===== src/rtl/uart_er_pkg.sv =====
package uart_er_pkg;
    localparam int BYTE_W = 8;

    typedef enum logic [1:0] {
        PAR_NONE = 2'b00,
        PAR_ZERO = 2'b01,
        PAR_ODD  = 2'b10,
        PAR_EVEN = 2'b11
    } par_e;

    typedef enum logic [2:0] {
        TX_IDLE, TX_START, TX_DATA, TX_PAR, TX_STOP
    } tx_state_e;

    typedef enum logic [2:0] {
        RX_IDLE, RX_START, RX_DATA, RX_PAR, RX_STOP
    } rx_state_e;

    localparam logic [2:0] A_MODE = 3'd0;
    localparam logic [2:0] A_RXB  = 3'd2;
    localparam logic [2:0] A_ERR  = 3'd3;
    localparam logic [2:0] A_TXB  = 3'd4;
    localparam logic [2:0] A_TXS  = 3'd5;
    localparam logic [2:0] A_PSEL = 3'd6;
    localparam logic [2:0] A_DIV  = 3'd7;

    localparam int M_CAE = 7;
    localparam int M_TXE = 6;
    localparam int M_RXE = 5;
    localparam int M_PS_HI = 4;
    localparam int M_PS_LO = 3;
    localparam int M_LEN8 = 2;
    localparam int M_STOP2 = 1;
    localparam int M_ROUTE = 0;

    // Parity bit for already-masked data.
    function automatic logic par_calc(input logic [BYTE_W-1:0] d, input par_e ps);
        logic r;
        unique case (ps)
            PAR_ODD:  r = ~^d;
            PAR_EVEN: r = ^d;
            default:  r = 1'b0;
        endcase
        return r;
    endfunction
endpackage


===== src/rtl/uart_er_tx.sv =====
module uart_er_tx
    import uart_er_pkg::*;
#(
    parameter int OVS = 16
) (
    input  logic              clk,
    input  logic              rst_n,
    input  logic              run,
    input  logic              tick,
    input  logic              len8,
    input  logic              two_stop,
    input  par_e              ps,
    input  logic              load_valid,
    input  logic [BYTE_W-1:0] load_data,
    output logic              take,
    output logic              busy,
    output logic              done,
    output logic              txd
);
    localparam int CNT_W = $clog2(OVS);
    localparam int BIT_W = $clog2(BYTE_W);
    localparam logic [CNT_W-1:0] CNT_LAST = CNT_W'(OVS - 1);

    tx_state_e         state, nxt;
    logic [CNT_W-1:0]  cnt;
    logic [BIT_W-1:0]  bitn;
    logic [BYTE_W-1:0] sh;
    logic              pbit;
    logic              stop_n;
    logic              bit_end;
    logic              last_bit;
    logic [BYTE_W-1:0] masked;

    assign bit_end  = tick && (cnt == CNT_LAST);
    assign last_bit = (bitn == (len8 ? BIT_W'(BYTE_W - 1) : BIT_W'(BYTE_W - 2)));
    assign masked   = len8 ? load_data : {1'b0, load_data[BYTE_W-2:0]};

    // State register
    always_ff @(posedge clk or negedge rst_n) begin
        if (!rst_n)      state <= TX_IDLE;
        else if (!run)   state <= TX_IDLE;
        else             state <= nxt;
    end

    always_comb begin
        nxt = state;
        unique case (state)
            TX_IDLE:  if (load_valid) nxt = TX_START;
            TX_START: if (bit_end) nxt = TX_DATA;
            TX_DATA:  if (bit_end && last_bit) nxt = (ps == PAR_NONE) ? TX_STOP : TX_PAR;
            TX_PAR:   if (bit_end) nxt = TX_STOP;
            TX_STOP:  if (bit_end && (!two_stop || stop_n)) nxt = TX_IDLE;
            default:  nxt = TX_IDLE;
        endcase
    end

    // Datapath
    always_ff @(posedge clk or negedge rst_n) begin
        if (!rst_n) begin
            cnt <= '0; bitn <= '0; sh <= '0; pbit <= 1'b0; stop_n <= 1'b0;
        end else if (!run) begin
            cnt <= '0; bitn <= '0; sh <= '0; pbit <= 1'b0; stop_n <= 1'b0;
        end else begin
            if (state == TX_IDLE)  cnt <= '0;
            else if (tick)         cnt <= (cnt == CNT_LAST) ? '0 : cnt + 1'b1;
            if (take) begin
                sh     <= masked;
                pbit   <= par_calc(masked, ps);
                bitn   <= '0;
                stop_n <= 1'b0;
            end else if (bit_end) begin
                if (state == TX_DATA) begin
                    sh   <= sh >> 1;
                    bitn <= bitn + 1'b1;
                end
                if (state == TX_STOP) stop_n <= 1'b1;
            end
        end
    end

    // Outputs
    always_comb begin
        take = run && (state == TX_IDLE) && load_valid;
        busy = (state != TX_IDLE);
        done = (state == TX_STOP) && bit_end && (!two_stop || stop_n);
        unique case (state)
            TX_START: txd = 1'b0;
            TX_DATA:  txd = sh[0];
            TX_PAR:   txd = pbit;
            default:  txd = 1'b1;
        endcase
    end

    p_take_starts_r4: assert property (@(posedge clk) disable iff (!rst_n)
        take |=> (state == TX_START));
    p_done_idle_r4: assert property (@(posedge clk) disable iff (!rst_n)
        done |=> (state == TX_IDLE));
endmodule


===== src/rtl/uart_er_rx.sv =====
module uart_er_rx
    import uart_er_pkg::*;
#(
    parameter int OVS = 16
) (
    input  logic              clk,
    input  logic              rst_n,
    input  logic              run,
    input  logic              tick,
    input  logic              rxd,
    input  logic              len8,
    input  par_e              ps,
    output logic              done,
    output logic [BYTE_W-1:0] data,
    output logic              perr,
    output logic              ferr
);
    localparam int CNT_W = $clog2(OVS);
    localparam int BIT_W = $clog2(BYTE_W);
    localparam logic [CNT_W-1:0] CNT_LAST = CNT_W'(OVS - 1);
    localparam logic [CNT_W-1:0] CNT_HALF = CNT_W'(OVS / 2 - 1);

    rx_state_e         state, nxt;
    logic [CNT_W-1:0]  cnt;
    logic [BIT_W-1:0]  bitn;
    logic [BYTE_W-1:0] sh;
    logic              pbit;
    logic              last;
    logic              bit_end;
    logic              mid_hit;
    logic              last_bit;

    assign bit_end  = tick && (cnt == CNT_LAST);
    assign mid_hit  = (state == RX_START) && tick && (cnt == CNT_HALF);
    assign last_bit = (bitn == (len8 ? BIT_W'(BYTE_W - 1) : BIT_W'(BYTE_W - 2)));

    // State register
    always_ff @(posedge clk or negedge rst_n) begin
        if (!rst_n)      state <= RX_IDLE;
        else if (!run)   state <= RX_IDLE;
        else             state <= nxt;
    end

    always_comb begin
        nxt = state;
        unique case (state)
            RX_IDLE:  if (tick && last && !rxd) nxt = RX_START;
            RX_START: if (mid_hit) nxt = rxd ? RX_IDLE : RX_DATA;
            RX_DATA:  if (bit_end && last_bit) nxt = (ps == PAR_NONE) ? RX_STOP : RX_PAR;
            RX_PAR:   if (bit_end) nxt = RX_STOP;
            RX_STOP:  if (bit_end) nxt = RX_IDLE;
            default:  nxt = RX_IDLE;
        endcase
    end

    // Datapath
    always_ff @(posedge clk or negedge rst_n) begin
        if (!rst_n) begin
            cnt <= '0; bitn <= '0; sh <= '0; pbit <= 1'b0; last <= 1'b1;
        end else if (!run) begin
            cnt <= '0; bitn <= '0; sh <= '0; pbit <= 1'b0; last <= 1'b1;
        end else begin
            if (tick) last <= rxd;
            if (state == RX_IDLE) cnt <= '0;
            else if (tick)        cnt <= (mid_hit || bit_end) ? '0 : cnt + 1'b1;
            if (mid_hit) bitn <= '0;
            if ((state == RX_DATA) && bit_end) begin
                sh   <= {rxd, sh[BYTE_W-1:1]};
                bitn <= bitn + 1'b1;
            end
            if ((state == RX_PAR) && bit_end) pbit <= rxd;
        end
    end

    // Outputs
    always_comb begin
        data = len8 ? sh : {1'b0, sh[BYTE_W-1:1]};
        done = (state == RX_STOP) && bit_end;
        ferr = done && !rxd;
        perr = done && (ps != PAR_NONE) && (pbit != par_calc(data, ps));
    end

    p_done_idle_r5: assert property (@(posedge clk) disable iff (!rst_n)
        done |=> (state == RX_IDLE));
    p_start_on_edge_r5: assert property (@(posedge clk) disable iff (!rst_n)
        ((state == RX_IDLE) && (nxt == RX_START) && run) |-> !rxd);
endmodule


===== src/rtl/uart_err_route.sv =====
module uart_err_route
    import uart_er_pkg::*;
#(
    parameter int OVS          = 16,
    parameter int SETTLE_TICKS = 2,
    parameter int PSEL_W       = 4
) (
    input  logic        clk,
    input  logic        rst_n,
    input  logic        baud_tick,
    input  logic [2:0]  addr,
    input  logic        wr_en,
    input  logic        rd_en,
    input  logic [7:0]  wdata,
    output logic [7:0]  rdata,
    input  logic        rxd,
    output logic        txd,
    output logic        irq_rx,
    output logic        irq_tx,
    output logic        irq_err,
    output logic [PSEL_W-1:0] psel_o,
    output logic [7:0]  div_o
);
    localparam int SET_W = $clog2(SETTLE_TICKS + 1);

    logic [BYTE_W-1:0] mode, txb, rxb;
    logic [PSEL_W-1:0] psel;
    logic [7:0]        div;
    logic [SET_W-1:0]  settle;
    logic              txb_full, rxb_full;
    logic              pe, fe, ove;
    logic              rx_s1, rx_s2;
    logic              irq_rx_q, irq_tx_q, irq_err_q;

    logic cae, tx_run, rx_run, len8, two_stop, route;
    par_e ps;
    logic tx_take, tx_busy, tx_done;
    logic rx_done, rx_perr, rx_ferr, rx_bad;
    logic [BYTE_W-1:0] rx_data;
    logic wr_mode, wr_txb, rd_rxb, rd_err;

    assign cae      = mode[M_CAE];
    assign len8     = mode[M_LEN8];
    assign two_stop = mode[M_STOP2];
    assign route    = mode[M_ROUTE];
    assign ps       = par_e'(mode[M_PS_HI:M_PS_LO]);
    assign tx_run   = cae && mode[M_TXE] && (settle == '0);
    assign rx_run   = cae && mode[M_RXE] && (settle == '0);
    assign wr_mode  = wr_en && (addr == A_MODE);
    assign wr_txb   = wr_en && (addr == A_TXB);
    assign rd_rxb   = rd_en && (addr == A_RXB);
    assign rd_err   = rd_en && (addr == A_ERR);
    assign rx_bad   = rx_perr || rx_ferr || rxb_full;

    uart_er_tx #(.OVS(OVS)) u_tx (
        .clk(clk), .rst_n(rst_n), .run(tx_run), .tick(baud_tick),
        .len8(len8), .two_stop(two_stop), .ps(ps),
        .load_valid(txb_full), .load_data(txb),
        .take(tx_take), .busy(tx_busy), .done(tx_done), .txd(txd)
    );

    uart_er_rx #(.OVS(OVS)) u_rx (
        .clk(clk), .rst_n(rst_n), .run(rx_run), .tick(baud_tick),
        .rxd(rx_s2), .len8(len8), .ps(ps),
        .done(rx_done), .data(rx_data), .perr(rx_perr), .ferr(rx_ferr)
    );

    // Line synchronizer
    always_ff @(posedge clk or negedge rst_n) begin
        if (!rst_n) begin
            rx_s1 <= 1'b1; rx_s2 <= 1'b1;
        end else begin
            rx_s1 <= rxd; rx_s2 <= rx_s1;
        end
    end

    // Configuration and settle window
    always_ff @(posedge clk or negedge rst_n) begin
        if (!rst_n) begin
            mode <= '0; psel <= '0; div <= '0; settle <= '0;
        end else begin
            if (wr_mode) begin
                mode   <= wdata;
                settle <= SET_W'(SETTLE_TICKS);
            end else if (baud_tick && (settle != '0)) begin
                settle <= settle - 1'b1;
            end
            if (wr_en && (addr == A_PSEL)) psel <= wdata[PSEL_W-1:0];
            if (wr_en && (addr == A_DIV))  div  <= wdata;
        end
    end

    // Buffers and status
    always_ff @(posedge clk or negedge rst_n) begin
        if (!rst_n) begin
            txb <= '0; txb_full <= 1'b0; rxb <= '0; rxb_full <= 1'b0;
            pe <= 1'b0; fe <= 1'b0; ove <= 1'b0;
        end else if (!cae) begin
            txb_full <= 1'b0; rxb <= '0; rxb_full <= 1'b0;
            pe <= 1'b0; fe <= 1'b0; ove <= 1'b0;
        end else begin
            if (wr_txb) begin
                txb <= wdata; txb_full <= 1'b1;
            end else if (tx_take) begin
                txb_full <= 1'b0;
            end
            if (rx_done) begin
                rxb <= rx_data; rxb_full <= 1'b1;
            end else if (rd_rxb) begin
                rxb_full <= 1'b0;
            end
            pe  <= (pe  && !rd_err) || (rx_done && rx_perr);
            fe  <= (fe  && !rd_err) || (rx_done && rx_ferr);
            ove <= (ove && !rd_err) || (rx_done && rxb_full);
        end
    end

    // Interrupt pulses
    always_ff @(posedge clk or negedge rst_n) begin
        if (!rst_n) begin
            irq_rx_q <= 1'b0; irq_tx_q <= 1'b0; irq_err_q <= 1'b0;
        end else begin
            irq_rx_q  <= rx_done && (route || !rx_bad);
            irq_err_q <= rx_done && !route && rx_bad;
            irq_tx_q  <= tx_done && !txb_full;
        end
    end

    assign irq_rx  = irq_rx_q;
    assign irq_tx  = irq_tx_q;
    assign irq_err = irq_err_q;
    assign psel_o  = psel;
    assign div_o   = div;

    always_comb begin
        unique case (addr)
            A_MODE:  rdata = mode;
            A_RXB:   rdata = rxb;
            A_ERR:   rdata = {5'b0, pe, fe, ove};
            A_TXS:   rdata = {6'b0, txb_full, tx_busy};
            A_PSEL:  rdata = 8'(psel);
            A_DIV:   rdata = div;
            default: rdata = 8'h00;
        endcase
    end

    p_disable_clears_r9: assert property (@(posedge clk) disable iff (!rst_n)
        !cae |=> (!txb_full && !rxb_full && !pe && !fe && !ove));
    p_settle_quiet_r10: assert property (@(posedge clk) disable iff (!rst_n)
        (settle != '0) |=> txd);
    p_route_excl_r8: assert property (@(posedge clk) disable iff (!rst_n)
        irq_err |-> !irq_rx);
    p_ove_needs_full_r7: assert property (@(posedge clk) disable iff (!rst_n)
        $rose(ove) |-> $past(rxb_full));
endmodule


===== config.mk =====
export PLATFORM = sky130hd
export DESIGN_NAME = uart_err_route
export DESIGN_NICKNAME = d
export VERILOG_FILES = /design/src/rtl/uart_er_pkg.sv /design/src/rtl/uart_er_tx.sv /design/src/rtl/uart_er_rx.sv /design/src/rtl/uart_err_route.sv
export SDC_FILE = /design/constraint.sdc
export NUM_CORES = 1
export LEC_CHECK = 0
export CAP_MARGIN = 10
export CORE_MARGIN = 3
export CORE_UTILIZATION = 25
export DETAILED_ROUTE_END_ITERATION = 7
export PLACE_DENSITY = 0.45
export SYNTH_ARGS = -nofsm -noshare
export SYNTH_HDL_FRONTEND = slang
export SYNTH_SLANG_ARGS = --single-unit

===== constraint.sdc =====
create_clock -name clk -period 2.13 [get_ports clk]
set_input_delay 0.5325 -clock clk [delete_from_list [all_inputs] [get_ports clk]]
set_output_delay 0.5325 -clock clk [all_outputs]
set_load 0.05 [all_outputs]

After elaboration in Yosys (flattened, before gate mapping). Index checks and enable logic that the tools add are counted.

Output and inout bits: 24. Register bits after elaboration: 88.

Mux-type cells: 67. Eq/ne operators: 45. Reductions and logical operators: 72. Add/subtract/negate cells: 5.

Operators with widths (count): 8-bit 2-to-1 mux (10); 3-bit 2-to-1 mux (20); 3-bit != test, second input constant (16); 8-bit case mux with 6 select lines (1); 1-bit logical AND (40); 4-bit 2-to-1 mux (8); 3-bit case mux with 5 select lines (2); 1-bit 2-to-1 mux (20); 3-bit by 2-bit equality test with 1-bit output, second input constant (6); 3-bit equality test, second input constant (6); 8-bit XNOR reduction (2); 8-bit parity (2); 5-bit AND reduction (2); 3-bit zero test (3); 4-bit by 1-bit adder with 4-bit output, second input constant (2); 4-bit equality test, second input constant (2); 1-bit logical OR (8); 2-bit != test, second input constant (4); 3-bit by 1-bit adder with 3-bit output, second input constant (2); 3-bit by 1-bit equality test with 1-bit output, second input constant (2); 3-bit equality test (2); 1-bit zero test (6); 2-bit 2-to-1 mux (3); 3-bit by 1-bit != test with 1-bit output, second input constant (2); other kinds (11) (18).

Logic depth before layout (Yosys ltp).
Depth after elaboration: 10. Depth in mapped cells: 7. Depth with buffers taken out: 7.

By module. A second synthesis with hierarchy kept.

Cells, all modules: 422. Area, all modules: 4633.2 um^2.

Modules (own cells, without submodules): uart_err_route (area an instance 2173.3 um^2, times used 1, cells an instance 171); uart_er_rx (area an instance 1298.7 um^2, times used 1, cells an instance 134); uart_er_tx (area an instance 1161.1 um^2, times used 1, cells an instance 117).

Worst setup path after synthesis. No wires, ideal clock.

Path type: input-to-output. Start point: input port addr[1]. End point: output port rdata[3]. Stages on the path: 5. Setup slack: -0.640 ns. Data arrival time: 2.237 ns. Cells stage by stage: buf_1 > mux2i_1 > nor2_1 > a21oi_1 > o21ai_0.

Word-level cells in the longest chain between the ends: 2.

RTL lines: start, declared (line uart_err_route.sv:11) `input logic [2:0] addr,`; 3-bit equality test (tied with other cells) (line uart_err_route.sv:136) `unique case (addr)`; 8-bit case mux with 6 select lines (*) (line uart_err_route.sv:136); end, declared (line uart_err_route.sv:15) `output logic [7:0] rdata,`.

Mark *: on every way between the ends. The rest lies on a longest branch, timed or not.

Worst setup path in the final report.
Start point: register u_tx.state[2]. End point: output port rdata[0].

Word-level cells in the longest chain between the ends: 2.

RTL lines: start, declared (line uart_er_tx.sv:24) `tx_state_e state, nxt;`; start signal, assigned (line uart_er_tx.sv:42) `else state <= nxt;`; 3-bit nonzero test (line uart_er_tx.sv:84) `busy = (state != TX_IDLE);`; 8-bit case mux with 6 select lines (line uart_err_route.sv:136).

No other way between the ends.

==> flow_summary_export.csv <==
group,metric,value,unit
outcome,status,"finished, violations left",
outcome,violations,"setup timing",
yosys,async_flop_share,1.00,
placement,io_buffers,40,
sta,slew_headroom,0.651,
detailed_routing,wl_per_cell,15.9,microns
cts,htree_levels,3,
die,die_h,141,microns
setup_path,crit_type,"reg -> out",
die,die_w,141,microns
sta,min_period,2.26,ns
global_route,grt_max_degree,39,
setup_path,crit_arrival,1.72,ns
die,die_area,0.0198,sq mm
die,rows,48,
cts,clk-insertion-delay-late,0.35,ns
cts,cts-root-buf,"clkbuf_16",
yosys,synthesis.nets,462,
cts,numCtsBuffers,9,
sta,clock_skew,0.00939,ns
placement,post-place-ws,-0.519,ns
finish,fin_util,0.338,
power,finalPower,4.96,mW
placement,post-dp-hpwl,8880,microns
finish,final_common_cell,"dfrtp_1",
min_path,hold_class,"in -> async",
sta,rsz0062_at_grt,"yes",
detailed_routing,routed-via-count,3527,
detailed_routing,firstDrtPassIters,6,
sta,tightestPinTransition,0.521,ns
finish,stdcell_area,0.00593,sq mm
die,pin_count,41,
global_route,grt_first_pass_wirelength,19400,microns
global_route,antenna_found_initial,0,
placement,placedInstanceArea,0.00556,sq mm
setup_path,critPathCaptureType,"primary output",
setup_path,cp_max_fo,2,
die,core_area,0.0175,sq mm
yosys,syn_inst,440,
finish,syn_to_final_growth,31.1,%
cts,tritoncts,"yes",
detailed_routing,finalWirelength,11900,microns
global_route,grt.total_usage,0.125,
power,irDropWorstVdd,0.434,mV
finish,final_layout_size_suffix_gt1_frac,0.262,
power,p_leak,2.67,nW
finish,fill_cells,1827,
setup_path,cpPeakStageDelay,0.42,ns
finish,final_cell_mix,"dfrtp_1, buf_4, nand2_1",
finish,nets,536,
yosys,ys_warn_count,0,
yosys,syn_area,0.00453,sq mm
detailed_routing,antenna_left,0,
sta,fin_ws,-0.126,ns
detailed_routing,drt_iter0_markers,156,
yosys,seq_area_frac_synth,0.487,
sta,timing.fmax,443,MHz
global_route,gr-total-overflow,0,
finish,instances_no_fill,744,
power,p_per_area,836,mW/mm^2
detailed_routing,via_per_inst,4.74,
sta,hold_slack,0.112,ns
yosys,yosysUniqueCellTypes,53,
sta,fin_crit_sh,1.06,
die,start_util,0.258,
cts,clk_pin_slew,0.07,ns
yosys,yosys_most_used_dff,"dfrtp_1",
sta,slew_violations,0,
sta,tns,-0.212,ns
sta,hold_viol,0,
finish,n_antenna_cell,0,
cts,clock_path_buffers,2,
setup_path,crit_path_top_delay_cell,"or3_4",
yosys,synth_seq_cells,88,
sta,setup_viol,2,
cts,cts_num_sinks,88,
placement,globalplace.congestion,0.810,
setup_path,required,1.60,ns
setup_path,cp_cell_sequence,"or3_4, a22oi_2, a21oi_2, a21o_1, buf_12",
flow_run,max_cap_violations,0,
cts,cts_hold_buf,0,
placement,place.detailed.instances,726,
setup_path,start_kind,"register",
global_route,grt_pass1_vias,3542,
yosys,synth.avg_cell_area,10.3,sq um
yosys,synth-edff-count,0,
detailed_routing,drcViolationCount,0,
## routing by layer
layer	vias up	track usage	routed length [microns]
met4	0	0.0490	267
met5	-	0	0
met2	63	0.201	5670
met3	18	0.0294	424
li1	1701	-	-
met1	1745	0.164	5500
## critical path: cells and delay by family, from the launching register on
family	cells	cell delay, ns
AO/OA/AOI/OAI	3	0.42
AND/OR/NAND/NOR	1	0.42
flip-flops	1	0.38
buffers and inverters	1	0.15
## worst paths after layout
check                      cells past startpoint  slack (ns)                 startpoint                        end
hold reg to reg                                0        0.36            rx_s1$_DFF_PN1_            rx_s2$_DFF_PN1_
max in group asynchronous                      2        1.41                      rst_n      u_rx.last$_DFFE_PN1P_
setup / recovery                               5       -0.13  u_tx.state[2]$_DFFE_PN0P_                   rdata[0]
min in group clk                               0        0.36            rx_s1$_DFF_PN1_            rx_s2$_DFF_PN1_
hold / removal                                 1        0.11                      rst_n         rxb[0]$_DFFE_PN0P_
setup reg to reg                               6        0.26    u_tx.cnt[0]$_DFFE_PN0P_  u_tx.state[1]$_DFFE_PN0P_
## registers in the layout, summed over array words and instances (netlist names), 4 cells and up
signal	count
mode	8
rxb	8
u_rx.sh	8
div_o	8
u_rx.cnt	4
txb	8
u_tx.cnt	4
u_tx.sh	8
psel_o	4
## cell families after synthesis
family / count (synthesis) / share of synthesized area
AO/OA/AOI/OAI: 89 / 0.132
AND/OR/NAND/NOR: 146 / 0.157
multiplexers: 56 / 0.132
XOR/XNOR: 23 / 0.0476
flip-flops: 88 / 0.487
adder cells (fa/ha/maj): 5 / 0.0138
buffers and inverters: 33 / 0.0301
## synthesized netlist by cell type, drive strengths merged, types with 4 or more instances
| cell type | number | area, sq um |
|---|---|---|
| dfrtp | 85 | 2130 |
| o211a | 8 | 80.1 |
| and3 | 6 | 37.5 |
| inv | 10 | 37.5 |
| ha | 5 | 62.6 |
| xnor2 | 17 | 149 |
| nand3 | 16 | 80.1 |
| buf | 11 | 53.8 |
| and2 | 5 | 31.3 |
| mux2i | 26 | 260 |
| nor2b | 6 | 37.5 |
| o21ai | 30 | 150 |
| clkbuf | 12 | 45.0 |
| mux2 | 30 | 338 |
| a21oi | 18 | 90.1 |
| nor3 | 4 | 20.0 |
| a21boi | 4 | 30.0 |
| xor2 | 5 | 43.8 |
| nor2 | 43 | 161 |
| nor3b | 5 | 37.5 |
| nand2 | 46 | 173 |
## repair_timing
| action | in CTS | in global routing |
|---|---|---|
| setup buffers | 0 | 2 |
| gates resized for setup | 24 | 13 |
| endpoints found under the setup margin | 11 | 14 |
| hold endpoints to repair | 0 | 0 |
| pin swaps | 4 | 3 |
## layout make-up
class | count | area (sq um) | area share
Clock buffer | 10 | 239 | 0.0403
Clock inverter | 6 | 67.6 | 0.0114
Inverter | 10 | 37.5 | 0.00633
Multi-Input combinational cell | 319 | 2250 | 0.379
Sequential cell | 88 | 2210 | 0.372
Tap cell | 225 | 282 | 0.0475
Timing Repair Buffer | 86 | 850 | 0.143
## power breakdown
group	switching, mW	leakage [nW]	internal (mW)
Combinational	0.697	1.36	0.577
Sequential	0.199	1.16	1.86
Clock	0.686	0.145	0.945
Note: power is estimated with default switching activity, not from simulation.
